$ cat config.mk
export PLATFORM = sky130hd
export DESIGN_NAME = aic_ctrl
export DESIGN_NICKNAME = d
export VERILOG_FILES = /design/src/rtl/aic_pkg.sv /design/src/rtl/aic_pending.sv /design/src/rtl/aic_arbiter.sv /design/src/rtl/aic_prio_stack.sv /design/src/rtl/aic_ctrl.sv
export SDC_FILE = /design/constraint.sdc
export NUM_CORES = 1
export LEC_CHECK = 0
export ABC_AREA = 1
export BUFFER_PORTS_ARGS = -buffer_cell sky130_fd_sc_hd__buf_4
export CORE_ASPECT_RATIO = 0.6
export CORE_MARGIN = 3
export CORE_UTILIZATION = 25
export CTS_BUF_LIST = sky130_fd_sc_hd__clkbuf_16
export CTS_CLUSTER_SIZE = 28
export DETAILED_ROUTE_END_ITERATION = 6
export PLACE_DENSITY = 0.42
export SYNTH_ARGS = -nofsm -noshare
export SYNTH_HDL_FRONTEND = slang
export SYNTH_SLANG_ARGS = --single-unit
$ cat constraint.sdc
create_clock -name clk -period 38.7 [get_ports clk]
set_clock_uncertainty 0.2 [all_clocks]
set_input_delay 11.61 -clock clk [delete_from_list [all_inputs] [get_ports clk]]
set_output_delay 11.61 -clock clk [all_outputs]
set_load 0.05 [all_outputs]
$ cat src/rtl/aic_pkg.sv
// Shared constants of the interrupt controller: register map and field positions.
// Assumes at most 8 sources and a priority field of at most 4 bits.
package aic_pkg;
    localparam int REG_ADDR_W = 5;
    localparam int EDGE_BIT   = 4;   // edge-mode bit inside a configuration word
    localparam int DEPTH_LSB  = 8;   // depth field inside the current-source word

    localparam logic [REG_ADDR_W-1:0] A_ENSET = 5'd8;
    localparam logic [REG_ADDR_W-1:0] A_ENCLR = 5'd9;
    localparam logic [REG_ADDR_W-1:0] A_MASK  = 5'd10;
    localparam logic [REG_ADDR_W-1:0] A_PSET  = 5'd11;
    localparam logic [REG_ADDR_W-1:0] A_PCLR  = 5'd12;
    localparam logic [REG_ADDR_W-1:0] A_VEC   = 5'd13;
    localparam logic [REG_ADDR_W-1:0] A_EOS   = 5'd14;
    localparam logic [REG_ADDR_W-1:0] A_CTRL  = 5'd15;
    localparam logic [REG_ADDR_W-1:0] A_CUR   = 5'd16;
    localparam logic [REG_ADDR_W-1:0] A_PEND  = 5'd17;
endpackage

$ cat src/rtl/aic_pending.sv
// Pending flags, one per source. Level sources show their input directly;
// edge sources latch a rising input or a software set, and drop on a software
// clear or an acknowledge. A set in the same cycle as a clear wins.
// Assumes inputs are already synchronous to clk.
module aic_pending #(
    parameter int NSRC = 8
) (
    input  logic            clk,
    input  logic            rst_n,
    input  logic [NSRC-1:0] irq_i,
    input  logic [NSRC-1:0] edge_mode,
    input  logic [NSRC-1:0] set_cmd,
    input  logic [NSRC-1:0] clr_cmd,
    input  logic [NSRC-1:0] ack,
    output logic [NSRC-1:0] pend_o
);
    logic [NSRC-1:0] prev_q;
    logic [NSRC-1:0] flag_q;

    for (genvar i = 0; i < NSRC; i++) begin : g_src
        logic rise;
        assign rise = irq_i[i] & ~prev_q[i];

        // Track last input value and the latched edge flag.
        always_ff @(posedge clk) begin
            if (!rst_n) begin
                prev_q[i] <= 1'b0;
                flag_q[i] <= 1'b0;
            end else begin
                prev_q[i] <= irq_i[i];
                if (edge_mode[i])
                    flag_q[i] <= (flag_q[i] & ~(clr_cmd[i] | ack[i])) | rise | set_cmd[i];
                else
                    flag_q[i] <= 1'b0;
            end
        end

        assign pend_o[i] = edge_mode[i] ? flag_q[i] : irq_i[i];
    end
endmodule

$ cat src/rtl/aic_arbiter.sv
// Picks the winning request: highest priority, lowest index on a tie.
// Purely combinational; a linear scan whose depth grows with NSRC.
module aic_arbiter #(
    parameter int NSRC   = 8,
    parameter int PRIO_W = 3,
    localparam int SRC_W = (NSRC > 1) ? $clog2(NSRC) : 1
) (
    input  logic [NSRC-1:0]   req,
    input  logic [PRIO_W-1:0] prio [NSRC],
    output logic              vld_o,
    output logic [SRC_W-1:0]  src_o,
    output logic [PRIO_W-1:0] prio_o
);
    // Scan upward; a later source replaces the choice only when strictly higher.
    always_comb begin
        vld_o  = 1'b0;
        src_o  = '0;
        prio_o = '0;
        for (int i = 0; i < NSRC; i++) begin
            if (req[i] && (!vld_o || prio[i] > prio_o)) begin
                vld_o  = 1'b1;
                src_o  = SRC_W'(i);
                prio_o = prio[i];
            end
        end
    end
endmodule

$ cat src/rtl/aic_prio_stack.sv
// Stack of serviced (source, priority) pairs. The top gives the current level,
// encoded as priority+1, with 0 for an empty stack. Callers push only strictly
// higher levels, so DEPTH = number of priority values suffices.
module aic_prio_stack #(
    parameter int SRC_W  = 3,
    parameter int PRIO_W = 3,
    localparam int DEPTH = 1 << PRIO_W,
    localparam int IW    = $clog2(DEPTH),
    localparam int DW    = $clog2(DEPTH + 1)
) (
    input  logic              clk,
    input  logic              rst_n,
    input  logic              push,
    input  logic [SRC_W-1:0]  push_src,
    input  logic [PRIO_W-1:0] push_prio,
    input  logic              pop,
    output logic [DW-1:0]     depth_o,
    output logic [SRC_W-1:0]  top_src_o,
    output logic [PRIO_W:0]   lvl_o
);
    logic [SRC_W-1:0]  src_q  [DEPTH];
    logic [PRIO_W-1:0] prio_q [DEPTH];
    logic [DW-1:0]     depth_q;
    logic [IW-1:0]     top_idx;

    // Push writes the slot above the top; pop just lowers the depth.
    always_ff @(posedge clk) begin
        if (!rst_n) begin
            depth_q <= '0;
            for (int i = 0; i < DEPTH; i++) begin
                src_q[i]  <= '0;
                prio_q[i] <= '0;
            end
        end else if (push && depth_q < DW'(DEPTH)) begin
            src_q[IW'(depth_q)]  <= push_src;
            prio_q[IW'(depth_q)] <= push_prio;
            depth_q              <= depth_q + 1'b1;
        end else if (pop && depth_q != '0) begin
            depth_q <= depth_q - 1'b1;
        end
    end

    assign top_idx   = IW'(depth_q - 1'b1);
    assign depth_o   = depth_q;
    assign top_src_o = (depth_q == '0) ? '0 : src_q[top_idx];
    assign lvl_o     = (depth_q == '0) ? '0 : ({1'b0, prio_q[top_idx]} + 1'b1);
endmodule

$ cat src/rtl/aic_ctrl.sv
// Top of the nested priority interrupt controller: register file, vector
// acknowledge (immediate in normal mode, deferred to a vector write in debug
// mode), end-of-service pop and request generation.
// Assumes one bus access per cycle (bus_rd and bus_wr never both high),
// NSRC <= 8 and PRIO_W <= 4.
module aic_ctrl
    import aic_pkg::*;
#(
    parameter int NSRC   = 8,
    parameter int PRIO_W = 3,
    parameter int DATA_W = 32
) (
    input  logic                  clk,
    input  logic                  rst_n,
    input  logic [NSRC-1:0]       irq_i,
    input  logic                  bus_rd,
    input  logic                  bus_wr,
    input  logic [REG_ADDR_W-1:0] bus_addr,
    input  logic [DATA_W-1:0]     bus_wdata,
    output logic [DATA_W-1:0]     bus_rdata,
    output logic                  irq_o
);
    localparam int SRC_W     = (NSRC > 1) ? $clog2(NSRC) : 1;
    localparam int STK_DEPTH = 1 << PRIO_W;
    localparam int DW        = $clog2(STK_DEPTH + 1);

    logic [PRIO_W-1:0] cfg_prio [NSRC];
    logic [NSRC-1:0]   cfg_edge;
    logic [NSRC-1:0]   en_q;
    logic              dbg_q;
    logic              snap_vld;
    logic [SRC_W-1:0]  snap_src;
    logic [PRIO_W-1:0] snap_prio;

    logic              cfg_hit;
    logic [SRC_W-1:0]  cfg_idx;
    logic [NSRC-1:0]   wdata_src;
    logic              unused_wdata;
    logic [NSRC-1:0]   pset, pclr, ack, pend;
    logic              best_vld;
    logic [SRC_W-1:0]  best_src;
    logic [PRIO_W-1:0] best_prio;
    logic [PRIO_W:0]   best_lvl, cur_lvl;
    logic              rd_vec, wr_vec, push_norm, push_dbg, push, pop;
    logic [SRC_W-1:0]  push_src;
    logic [PRIO_W-1:0] push_prio;
    logic [DW-1:0]     stk_depth;
    logic [SRC_W-1:0]  top_src;

    assign cfg_hit      = int'(bus_addr) < NSRC;
    assign cfg_idx      = SRC_W'(bus_addr);
    assign wdata_src    = bus_wdata[NSRC-1:0];
    assign unused_wdata = ^bus_wdata;

    // Per-source configuration words.
    always_ff @(posedge clk) begin
        if (!rst_n) begin
            for (int i = 0; i < NSRC; i++) cfg_prio[i] <= '0;
            cfg_edge <= '0;
        end else if (bus_wr && cfg_hit) begin
            cfg_prio[cfg_idx] <= bus_wdata[PRIO_W-1:0];
            cfg_edge[cfg_idx] <= bus_wdata[EDGE_BIT];
        end
    end

    // Enable mask via separate set and clear command addresses; debug mode bit.
    always_ff @(posedge clk) begin
        if (!rst_n) begin
            en_q  <= '0;
            dbg_q <= 1'b0;
        end else if (bus_wr) begin
            if (bus_addr == A_ENSET) en_q  <= en_q | wdata_src;
            if (bus_addr == A_ENCLR) en_q  <= en_q & ~wdata_src;
            if (bus_addr == A_CTRL)  dbg_q <= bus_wdata[0];
        end
    end

    assign pset = (bus_wr && bus_addr == A_PSET) ? wdata_src : '0;
    assign pclr = (bus_wr && bus_addr == A_PCLR) ? wdata_src : '0;

    aic_pending #(.NSRC(NSRC)) u_pend (
        .clk       (clk),
        .rst_n     (rst_n),
        .irq_i     (irq_i),
        .edge_mode (cfg_edge),
        .set_cmd   (pset),
        .clr_cmd   (pclr),
        .ack       (ack),
        .pend_o    (pend)
    );

    aic_arbiter #(.NSRC(NSRC), .PRIO_W(PRIO_W)) u_arb (
        .req    (pend & en_q),
        .prio   (cfg_prio),
        .vld_o  (best_vld),
        .src_o  (best_src),
        .prio_o (best_prio)
    );

    assign best_lvl = {1'b0, best_prio} + 1'b1;
    assign irq_o    = best_vld && (best_lvl > cur_lvl);

    assign rd_vec    = bus_rd && bus_addr == A_VEC;
    assign wr_vec    = bus_wr && bus_addr == A_VEC;
    assign push_norm = rd_vec && !dbg_q && irq_o;
    assign push_dbg  = wr_vec && dbg_q && snap_vld;
    assign push      = push_norm || push_dbg;
    assign push_src  = push_dbg ? snap_src  : best_src;
    assign push_prio = push_dbg ? snap_prio : best_prio;
    assign pop       = bus_wr && bus_addr == A_EOS;
    assign ack       = push ? (NSRC'(1) << push_src) : '0;

    // Debug-mode snapshot: captured on a vector read, consumed by a vector write.
    always_ff @(posedge clk) begin
        if (!rst_n) begin
            snap_vld  <= 1'b0;
            snap_src  <= '0;
            snap_prio <= '0;
        end else if (rd_vec && dbg_q) begin
            snap_vld  <= irq_o;
            snap_src  <= best_src;
            snap_prio <= best_prio;
        end else if (wr_vec) begin
            snap_vld  <= 1'b0;
        end
    end

    aic_prio_stack #(.SRC_W(SRC_W), .PRIO_W(PRIO_W)) u_stk (
        .clk       (clk),
        .rst_n     (rst_n),
        .push      (push),
        .push_src  (push_src),
        .push_prio (push_prio),
        .pop       (pop),
        .depth_o   (stk_depth),
        .top_src_o (top_src),
        .lvl_o     (cur_lvl)
    );

    // Read data multiplexer, combinational on the address.
    always_comb begin
        bus_rdata = '0;
        if (cfg_hit) begin
            bus_rdata[PRIO_W-1:0] = cfg_prio[cfg_idx];
            bus_rdata[EDGE_BIT]   = cfg_edge[cfg_idx];
        end else begin
            case (bus_addr)
                A_VEC:   if (irq_o) bus_rdata = DATA_W'(best_src) + 1'b1;
                A_MASK:  bus_rdata[NSRC-1:0] = en_q;
                A_PEND:  bus_rdata[NSRC-1:0] = pend;
                A_CUR: begin
                    bus_rdata[SRC_W-1:0]          = top_src;
                    bus_rdata[DEPTH_LSB +: DW]    = stk_depth;
                end
                A_CTRL:  bus_rdata[0] = dbg_q;
                default: bus_rdata = '0;
            endcase
        end
    end
endmodule

Word-level counts from Yosys, hierarchy flattened --
Memory sizes are Yosys's and may differ from the RTL's. Index checks and enable logic that the tools add are counted.
Storage, ports and cells: register bits after elaboration 68, memories 2, output and inout bits 33, logic and storage cells 254, RAM bits 48, bits of input ports 49
Memories:
- u_stk.prio_q | depth 8, width 3, read ports 1, clocked after memory_dff 0, write ports 8, RTL line aic_prio_stack.sv:22 | logic [PRIO_W-1:0] prio_q [DEPTH];
- u_stk.src_q | depth 8, width 3, read ports 1, clocked after memory_dff 0, write ports 8, RTL line aic_prio_stack.sv:21 | logic [SRC_W-1:0] src_q [DEPTH];
Operators by class: mux-type cells 74, eq/ne operators 10, shifts and indexed selects 1, reduce and logical (&&, ||, !) cells 56, order comparisons 14, add/sub/neg operators 5, bitwise gates (word level) 61
Operators by type and width (number):
- 3-bit two-way mux | 23
- 5-bit by 4-bit == test with 1-bit output, second input constant | 8
- 8-bit two-way mux | 5
- 1-bit two-way mux | 29
- 27-bit two-way mux | 1
- 24-bit bitwise mux | 1
- 1-bit bitwise OR | 24
- 1-bit logical AND | 23
- 3-bit > comparator | 7
- 2-bit AND reduction | 10
- 1-bit AND | 16
- 8-bit AND | 2
- 4-bit two-way mux | 4
- 1-bit NOT | 16
- 5-bit one-hot mux with 3 select lines | 1
- 3-bit by 1-bit adder with 4-bit output, second input constant | 3
- 5-bit == test, second input constant | 2
- 3-bit binary-select mux with 3-bit select | 1
- 3-bit demux with 3-bit select | 1
- 8-bit bitwise mux | 1
- 1-bit zero test | 8
- 1-bit logical OR | 8
- 8-bit NOT | 1
- 8-bit bitwise OR | 1
- 21 further kinds | 25

Logic depth before layout (Yosys ltp) --
Gate-level depths: netlist of the first run.
depth after elaboration 42, gate-level depth with buffers 83

Hierarchy --
A second synthesis of the first run with hierarchy kept.
Unflattened totals: cell total of the unflattened synthesis 1043, area, all modules 7419.6 um^2
Modules (own cells, without submodules):
- aic_ctrl | instances 1, cells each 455, area an instance 3012.9 um^2, sequential area each 960.9 um^2
- aic_prio_stack | instances 1, cells each 293, area an instance 2626.3 um^2, sequential area each 1521.5 um^2
- aic_arbiter | instances 1, cells each 173, area an instance 963.4 um^2, sequential area each 0.0 um^2
- aic_pending | instances 1, cells each 122, area an instance 817.0 um^2, sequential area each 320.3 um^2

Worst setup path before layout of the first run --
No wires, ideal clock.
path kind input -> output, start point input irq_i[0], end point output bus_rdata[3], data required time 26.890 ns, data arrival time 20.729 ns, stages 79, path slack 6.161 ns, path through inv_1 > o21ai_1 > nand2_2 > nor2_1 > inv_1 > ha_1 > a21oi_1 > nand2_1 > nand2_1 > nand2_2 > nand2_4 > nand2_1 > and2_1 > ha_1 > a21oi_1 > o21ai_0 > nand2_1 > nand2_2 > [43 not listed] > o21ai_0 > nand2_1 > nand2_1 > nand2_1 > inv_1 > nand2_1 > nand2_1 > ha_1 > ha_1 > inv_1 > o21bai_1 > a221oi_1 > a31oi_1 > o21a_2 > inv_1 > nor2_1 > nand2_1 > o211ai_1
On the way: cells in the longest elaborated chain, start to end 37, elaborated cells on any way between the ends 60, classes of those cells add/sub (2); order compare (8); mux (27); bitwise (1); reduce/logical (22)
RTL lines:
- start: declaration | RTL line aic_ctrl.sv:15 | input logic [NSRC-1:0] irq_i,
- 1-bit two-way mux (*) | RTL line aic_pending.sv:38 | assign pend_o[i] = edge_mode[i] ? flag_q[i] : irq_i[i];
- 8-bit AND (*) | RTL line aic_ctrl.sv:93 | .req (pend & en_q),
- 3-bit two-way mux / 1-bit two-way mux (equally long branches) | RTL line aic_arbiter.sv:20 | if (req[i] && (!vld_o || prio[i] > prio_o)) begin
- 3-bit > comparator / 1-bit zero test (equally long branches) | RTL line aic_arbiter.sv:20
- 1-bit logical OR | RTL line aic_arbiter.sv:20
- 1-bit logical AND | RTL line aic_arbiter.sv:20
- 3-bit two-way mux / 1-bit two-way mux (equally long branches) | RTL line aic_arbiter.sv:20
- 3-bit > comparator / 1-bit zero test (equally long branches) | RTL line aic_arbiter.sv:20
- [23 not listed]
- via best_prio[0] | RTL line aic_ctrl.sv:42 | logic [PRIO_W-1:0] best_prio;
- 3-bit by 1-bit adder with 4-bit output (*) | RTL line aic_ctrl.sv:100 | assign best_lvl = {1'b0, best_prio} + 1'b1;
- 4-bit > comparator (*) | RTL line aic_ctrl.sv:101 | assign irq_o = best_vld && (best_lvl > cur_lvl);
- 1-bit logical AND (*) | RTL line aic_ctrl.sv:101
- via irq_o | RTL line aic_ctrl.sv:21 | output logic irq_o
- 4-bit two-way mux (*) | RTL line aic_ctrl.sv:148 | A_VEC: if (irq_o) bus_rdata = DATA_W'(best_src) + 1'b1;
- 5-bit one-hot mux with 3 select lines (*) | RTL line aic_ctrl.sv:147 | case (bus_addr)
- 1-bit two-way mux (*) | RTL line aic_ctrl.sv:143 | if (cfg_hit) begin
- end: declaration | RTL line aic_ctrl.sv:20 | output logic [DATA_W-1:0] bus_rdata,
Mark *: on every way through the listed nets, which the timed path passes. The rest lies on a longest branch.

Worst setup path after layout of the first run --
start point input irq_i[0], end point output bus_rdata[3]
On the way: cells in the longest elaborated chain, start to end 37, elaborated cells on any way between the ends 60, classes of those cells add/sub (2); order compare (8); mux (27); bitwise (1); reduce/logical (22)
RTL lines (RTL line):
- 1-bit two-way mux (*) | aic_pending.sv:38
- 8-bit AND (*) | aic_ctrl.sv:93
- 3-bit two-way mux / 1-bit two-way mux (equally long branches) | aic_arbiter.sv:20
- 3-bit > comparator / 1-bit zero test (equally long branches) | aic_arbiter.sv:20
- 1-bit logical OR | aic_arbiter.sv:20
- 1-bit logical AND | aic_arbiter.sv:20
- 3-bit two-way mux / 1-bit two-way mux (equally long branches) | aic_arbiter.sv:20
- 3-bit > comparator / 1-bit zero test (equally long branches) | aic_arbiter.sv:20
- [22 not listed]
- 3-bit two-way mux (*) | aic_arbiter.sv:20
- via best_prio[0] | aic_ctrl.sv:42
- 3-bit by 1-bit adder with 4-bit output (*) | aic_ctrl.sv:100
- 4-bit > comparator (*) | aic_ctrl.sv:101
- 1-bit logical AND (*) | aic_ctrl.sv:101
- 4-bit two-way mux (*) | aic_ctrl.sv:148
- 5-bit one-hot mux with 3 select lines (*) | aic_ctrl.sv:147
- 1-bit two-way mux (*) | aic_ctrl.sv:143
Marked as above.

==> results.cfg, run 1 <==
[status]
status = complete, no violations

[clock_network]
path_clk_slew_ns = 0.06
cts-root-buf = clkbuf_16
postCtsHoldBufs = 0
numCtsBuffers = 17
cts_tree = yes
clk_path_buf_depth = 2
cts.repair.resized = 0
cts_setup_buffers = 0
cts_sinks = 116
clock_latency_ns = 0.42
h-tree-depth = 4

[synthesis]
synth_most_common_cell = nand2_1
synth_top_area_cell = edfxtp_1
yosys.area.top_type_share_pct = 20.7
ys_seq_area_share_pct = 40.3
synth_cells = 908
syn_avg_cell_area_um2 = 7.67
netlist_area_mm2 = 0.00696
ys_async_sr_fraction_pct = 0
synth-main-ff-cell = dfxtp_1
synth_area_leaders = edfxtp_1 (21%), dfxtp_1 (20%), nand2_1 (7.7%)
ys_types = 42
ys_seq_elements = 116
synth_edf_count = 48
yosysWarnings = 0
synth_common_cells = nand2_1 (142), inv_1 (114), nor2_1 (105)

[floorplan]
pin_count = 82
die_area_mm2 = 0.0300
die_h_um = 135
row_count = 46
die_w_um = 221
initial_core_util_pct = 25.9
coreArea_mm2 = 0.0269

[critical_path]
crit_top_cell = nand2_1
cp_max_fo = 10
path_buf_inv = 12
cp_slowest_cell = ha_1
cpPeakStageDelay_ns = 0.32
cp-start-kind = primary input
worstPathArrival_ns = 22.30
cpLargestDelayFamily = simple AND/OR/NAND/NOR gates
worstPathRequired_ns = 26.89
cp.depth = 80
reg2regPathDepth = 80
endpoint_kind = output pin
crit_type = primary input to output pin

[hold_path]
min_path_cells = 2
hold_class = register to register

[timing]
setup_tns_ns = 0
tightestPinTransition_ns = 1.09
finalCriticalPeriod_ns = 34.11
rsz0062_at_grt = no
setup-violations-final = 0
min_period_over_period_pct = 88.1
maxSlewViolCount = 0
max_slew_margin_pct = 26.8
hold_violations = 0
fmax_mhz = 29.3

[global_routing]
grt-ovfl-total = 0
grt_max_degree = 49
grt_use_total_pct = 16.2
grt_pass1_vias = 5780
grt_first_pass_wirelength_um = 36200
antenna_found_initial = 0

[power_and_ir_drop]
power.density_mw_per_mm2 = 39.4
finalPower_mw = 0.321
peakVddDrop_mv = 0.0293
power_leakage_nw = 3.43

[finish]
drive_gt1_share_pct = 15.3
diodes = 0
fillers = 2898
area_growth_pct = 17.0
instances_no_fill = 1314
fin_area_mm2 = 0.00815
nets = 1019

[placed_design]
place_area_mm2 = 0.00753
hpwl_um = 18500
gp_congestion = 0.826
dp.cells = 1282
portBuffers = 37

[route]
firstDrtPassIters = 5
drtIter0Drc = 554
drc_errors = 0
wl_um = 24000
ant_nets = 0
wl_per_cell_um = 18.3
via_per_inst = 4.73
vias = 6221

[run]
drv_cap = 0
## worst register-to-register path, delay by kind of cell (launching register included)
family,cells,cell delay (ns)
compound gates,19,2.44
fa+ha+maj,9,2.72
buf+inv,8,0.73
flops,1,0.42
simple gates,44,5.28
## metal layers
metal | share of wire [%] | global-route usage (%) | routed length, µm
met1 | 58 | 27.5 | 14000
met2 | 35 | 19.3 | 8330
met3 | 6.3 | 3.96 | 1510
met4 | 0.63 | 3.19 | 151
met5 | 0 | 0 | 0
## placed cells by master (no fill, tap or decap), types with 5 or more instances in the layout
master     Yosys  routed
o22ai_1       22      22
inv_2          7       8
conb_1         1      20
a22oi_1        9       9
nand2_1      142     142
nor2_2        13      13
o21bai_1       6       6
o21ai_0       93      93
clkbuf_16      0      21
nor2_1       105     105
nand3_1       34      34
ha_1          29      29
nor3_1         8       8
o21ai_2       14      14
edfxtp_1      48      48
dfxtp_1       68      68
inv_1        114     114
o211ai_1       8       8
nand2_2       17      17
a21oi_1       57      57
clkinv_1       3       5
nand4_1        7       7
buf_4         21      40
nand2_4        6       6
a31oi_1       14      14
nand3_2       10      10
## cell families (layout without fill, tap and decap cells)
| group | count (synthesis) | in the layout | synth area share [%] |
|---|---|---|---|
| DFF | 116 | 116 | 40.3 |
| adders and majority gates | 29 | 29 | 5.21 |
| other | 1 | 20 | 0.0539 |
| and+or+nand+nor | 350 | 350 | 23.3 |
| xor gates and xnor gates | 4 | 4 | 0.503 |
| AOI/OAI and AO/OA | 239 | 239 | 20.3 |
| buffers and inverters | 169 | 196 | 10.4 |
## registers in the layout, indices dropped and copies added (netlist names), 4 cells and up, named ones only
signal         count
u_stk.prio_q      24
u_stk.src_q       24
u_stk.depth_o      4
cfg_prio          24
cfg_edge           8
u_pend.prev_q      8
u_pend.flag_q      8
## power breakdown
part	internal [mW]	switching [mW]	leakage, nW
combinational	0.00624	0.0192	2.09
sequential	0.130	0.00125	1.05
clock	0.103	0.0612	0.297
total	0.239	0.0816	3.43
## worst paths after layout
path	slack [ns]	start	to
hold reg to reg	0.25	cfg_edge[6]	u_pend.flag_q[6]
setup reg to reg	26.57	cfg_edge[0]	u_stk.src_q[4][1]
hold / removal	0.25	cfg_edge[6]	u_pend.flag_q[6]
setup / recovery	4.59	irq_i[0]	bus_rdata[3]
## per-stage QoR
step	hold slack [ns]	utilization, %	setup slack (ns)
4_1_cts	0.252	30.3	4.63
2_1_floorplan	0.222	-	6.16
6_report	0.251	30.3	4.59
3_3_place_gp	0.248	28.0	4.78
5_1_grt	0.281	30.3	3.46
3_5_place_dp	0.245	28.0	4.68
## final cells by class
cell class | instances | area (µm²) | share of cell area (%)
clock buffers | 21 | 526 | 6.45
clock inverters | 11 | 91.3 | 1.12
inverters | 124 | 465 | 5.71
multi-input cells | 642 | 3510 | 43.1
flip-flops and latches | 116 | 2800 | 34.4
well taps | 360 | 450 | 5.53
repair buffers | 40 | 300 | 3.69
(Power assumes the default switching activity.)
==> run 2, diff against run 1 <==
--- a/config.mk
+++ b/config.mk
@@ -7,13 +7,14 @@
 export LEC_CHECK = 0
 export ABC_AREA = 1
 export BUFFER_PORTS_ARGS = -buffer_cell sky130_fd_sc_hd__buf_4
+export CAP_MARGIN = 10
 export CORE_ASPECT_RATIO = 0.6
 export CORE_MARGIN = 3
 export CORE_UTILIZATION = 25
 export CTS_BUF_LIST = sky130_fd_sc_hd__clkbuf_16
 export CTS_CLUSTER_SIZE = 28
 export DETAILED_ROUTE_END_ITERATION = 6
-export PLACE_DENSITY = 0.42
+export PLACE_DENSITY = 0.43
 export SYNTH_ARGS = -nofsm -noshare
 export SYNTH_HDL_FRONTEND = slang
 export SYNTH_SLANG_ARGS = --single-unit
==> constraint.sdc (replaced) <==
create_clock -name clk -period 30 [get_ports clk]
set_clock_uncertainty 0.2 [all_clocks]
set_input_delay 9 -clock clk [delete_from_list [all_inputs] [get_ports clk]]
set_output_delay 9 -clock clk [all_outputs]
set_load 0.05 [all_outputs]
==> run 2 against run 1 <==
  * The flow now finishes with violations (design-rule violations)
  * Global-route usage shrank 0.11 points
  * Sequential cell count is the same
  * First-iteration DRC count grew 9.6%
  * Sequential share of layout area grew 0.074 points
  * Die area is the same
  * Worst setup slack lost 3.4 ns
  * Non-clock buffer count is the same
  * Combinational power grew 30%
  * Critical path depth is the same
  * Cell count is essentially flat
  * Critical endpoint unchanged
==> results.cfg, run 2 (synthesized netlist as in run 1, its figures left out) <==
[status]
status = complete, but fails checks
violations = design-rule violations

[critical_path]
crit_top_cell = nand2_1
rr_endpoint = u_stk.prio_q[5][2]
reg2regPathDepth = 80
worstPathArrival_ns = 19.61
cpPeakStageDelay_ns = 0.32
endpoint_kind = output pin
crit_type = primary input to output pin
regToRegSetupSlack_ns = 18.12
worstPathRequired_ns = 20.80
cp_max_fo = 10
r2r_start = cfg_edge[0]
cp_slowest_cell = ha_1
cp-start-kind = primary input

[run]
drv_cap = 0

[route]
ant_nets = 0
wl_um = 23700
drtIter0Drc = 607
via_per_inst = 4.76
drc_errors = 7
wl_per_cell_um = 18.0
firstDrtPassIters = 7
vias = 6257

[finish]
fillers = 2872
area_growth_pct = 16.8
mostFrequentLayoutCells = nand2_1 (141), inv_1 (118), nor2_1 (105)
nets = 1019
drive_gt1_share_pct = 15.2
final_common_cell = nand2_1
fin_area_mm2 = 0.00813
regArea_mm2 = 0.00280
top_regs = cfg_prio: 24 flops, u_stk.prio_q: 24 flops, u_stk.src_q: 24 flops
multi_input_area_mm2 = 0.00351

[floorplan]
die_area_mm2 = 0.0300
pin_count = 82
row_count = 46
coreArea_mm2 = 0.0269
die_w_um = 221
die_h_um = 135
initial_core_util_pct = 25.9

[placed_design]
place_area_mm2 = 0.00753
gp_congestion = 0.864
hpwl_um = 18300
portBuffers = 37

[timing]
fmax_mhz = 34.7
rsz0062_at_grt = no
tightestPinTransition_ns = 1.09
setup-violations-final = 0
finalCriticalPeriod_ns = 28.81
setup_tns_ns = 0
hold_violations = 0
min_period_over_period_pct = 96.0
max_slew_margin_pct = 26.5
maxSlewViolCount = 0

[clock_network]
h-tree-depth = 4
clk_path_buf_depth = 2
clock_latency_ns = 0.42
cts_tree = yes
cts-root-buf = clkbuf_16
path_clk_slew_ns = 0.06
numCtsBuffers = 17
postCtsHoldBufs = 0
cts_sinks = 116

[global_routing]
grt_first_pass_wirelength_um = 35900
grt_pass1_vias = 5732
grt-ovfl-total = 0
antenna_found_initial = 0
grt_max_degree = 69
grt_use_total_pct = 16.1

[power_and_ir_drop]
power_leakage_nw = 3.45
internal_power_mw = 0.309
peakVddDrop_mv = 0.0418
power.density_mw_per_mm2 = 50.4
pwr-share-comb_pct = 8.0
switching_share_pct = 24.7
power_frac_clock_pct = 50.7
p_switching_mw = 0.101
p_seq_share_pct = 41.2

[hold_path]
min_from = cfg_edge[6]
hold_class = register to register
hold_end = u_pend.flag_q[6]
min_path_cells = 2
run 2: final cells by class:
| cell class | count | share of cell area [%] |
|---|---|---|
| Tap cell | 360 | 5.54 |
| Antenna cell | 1 | 0.0308 |
| Timing Repair Buffer | 40 | 3.69 |
| Clock buffer | 18 | 5.54 |
| Inverter | 124 | 5.73 |
| Multi-Input combinational cell | 642 | 43.2 |
| Sequential cell | 116 | 34.5 |
| Clock inverter | 14 | 1.77 |
run 2: worst max-delay path: cells and delay by family:
family | cells | cell delay (ns)
simple gates | 39 | 4.12
fa+ha+maj | 9 | 2.69
compound gates | 20 | 2.62
buf+inv | 12 | 1.12
run 2: worst max-delay path by stage:
stage	from	endpoint	slack (ns)
after floorplan	irq_i[0]	bus_rdata[3]	2.68
after global placement	irq_i[0]	bus_rdata[3]	1.24
after detailed placement	irq_i[0]	bus_rdata[3]	1.17
after CTS	irq_i[0]	bus_rdata[3]	1.14
after global routing	irq_i[0]	bus_rdata[3]	0.13
final	irq_i[0]	bus_rdata[3]	1.19
run 2: per-layer routing:
layer | wire length [µm] | GRT usage [%] | vias up
met2 | 8060 | 18.8 | 220
met1 | 13100 | 26.0 | 2903
met4 | 225 | 3.94 | 0
li1 | - | - | 3113
met3 | 2370 | 5.93 | 21
met5 | 0 | 0 | -
run 2: what timing repair did:
item / CTS / global route
endpoints found under the setup margin: 0 / 1
gates resized for setup: 0 / 1
buffers inserted: 0 / 0
run 2: power by group through the flow:
stage	Clock, mW	Combinational (mW)	Sequential, mW
final	0.208	0.0329	0.169
after global routing	0.219	0.0360	0.169
after CTS	0.211	0.0326	0.169
after detailed placement	0	0.0325	0.172
after global placement	0	0.0325	0.172
after floorplan	0	0.0244	0.172
run 2: stage by stage:
stage	total power [mW]	cells	setup slack (ns)	hold WS (ns)	utilization, %
after global placement	0.205	1282	1.24	0.261	28.0
final	0.410	1315	1.19	0.265	30.2
after detailed placement	0.205	1282	1.17	0.258	28.0
after floorplan	0.196	927	2.68	0.222	-
after global routing	0.424	1314	0.126	0.304	30.2
after CTS	0.413	1314	1.14	0.273	30.2
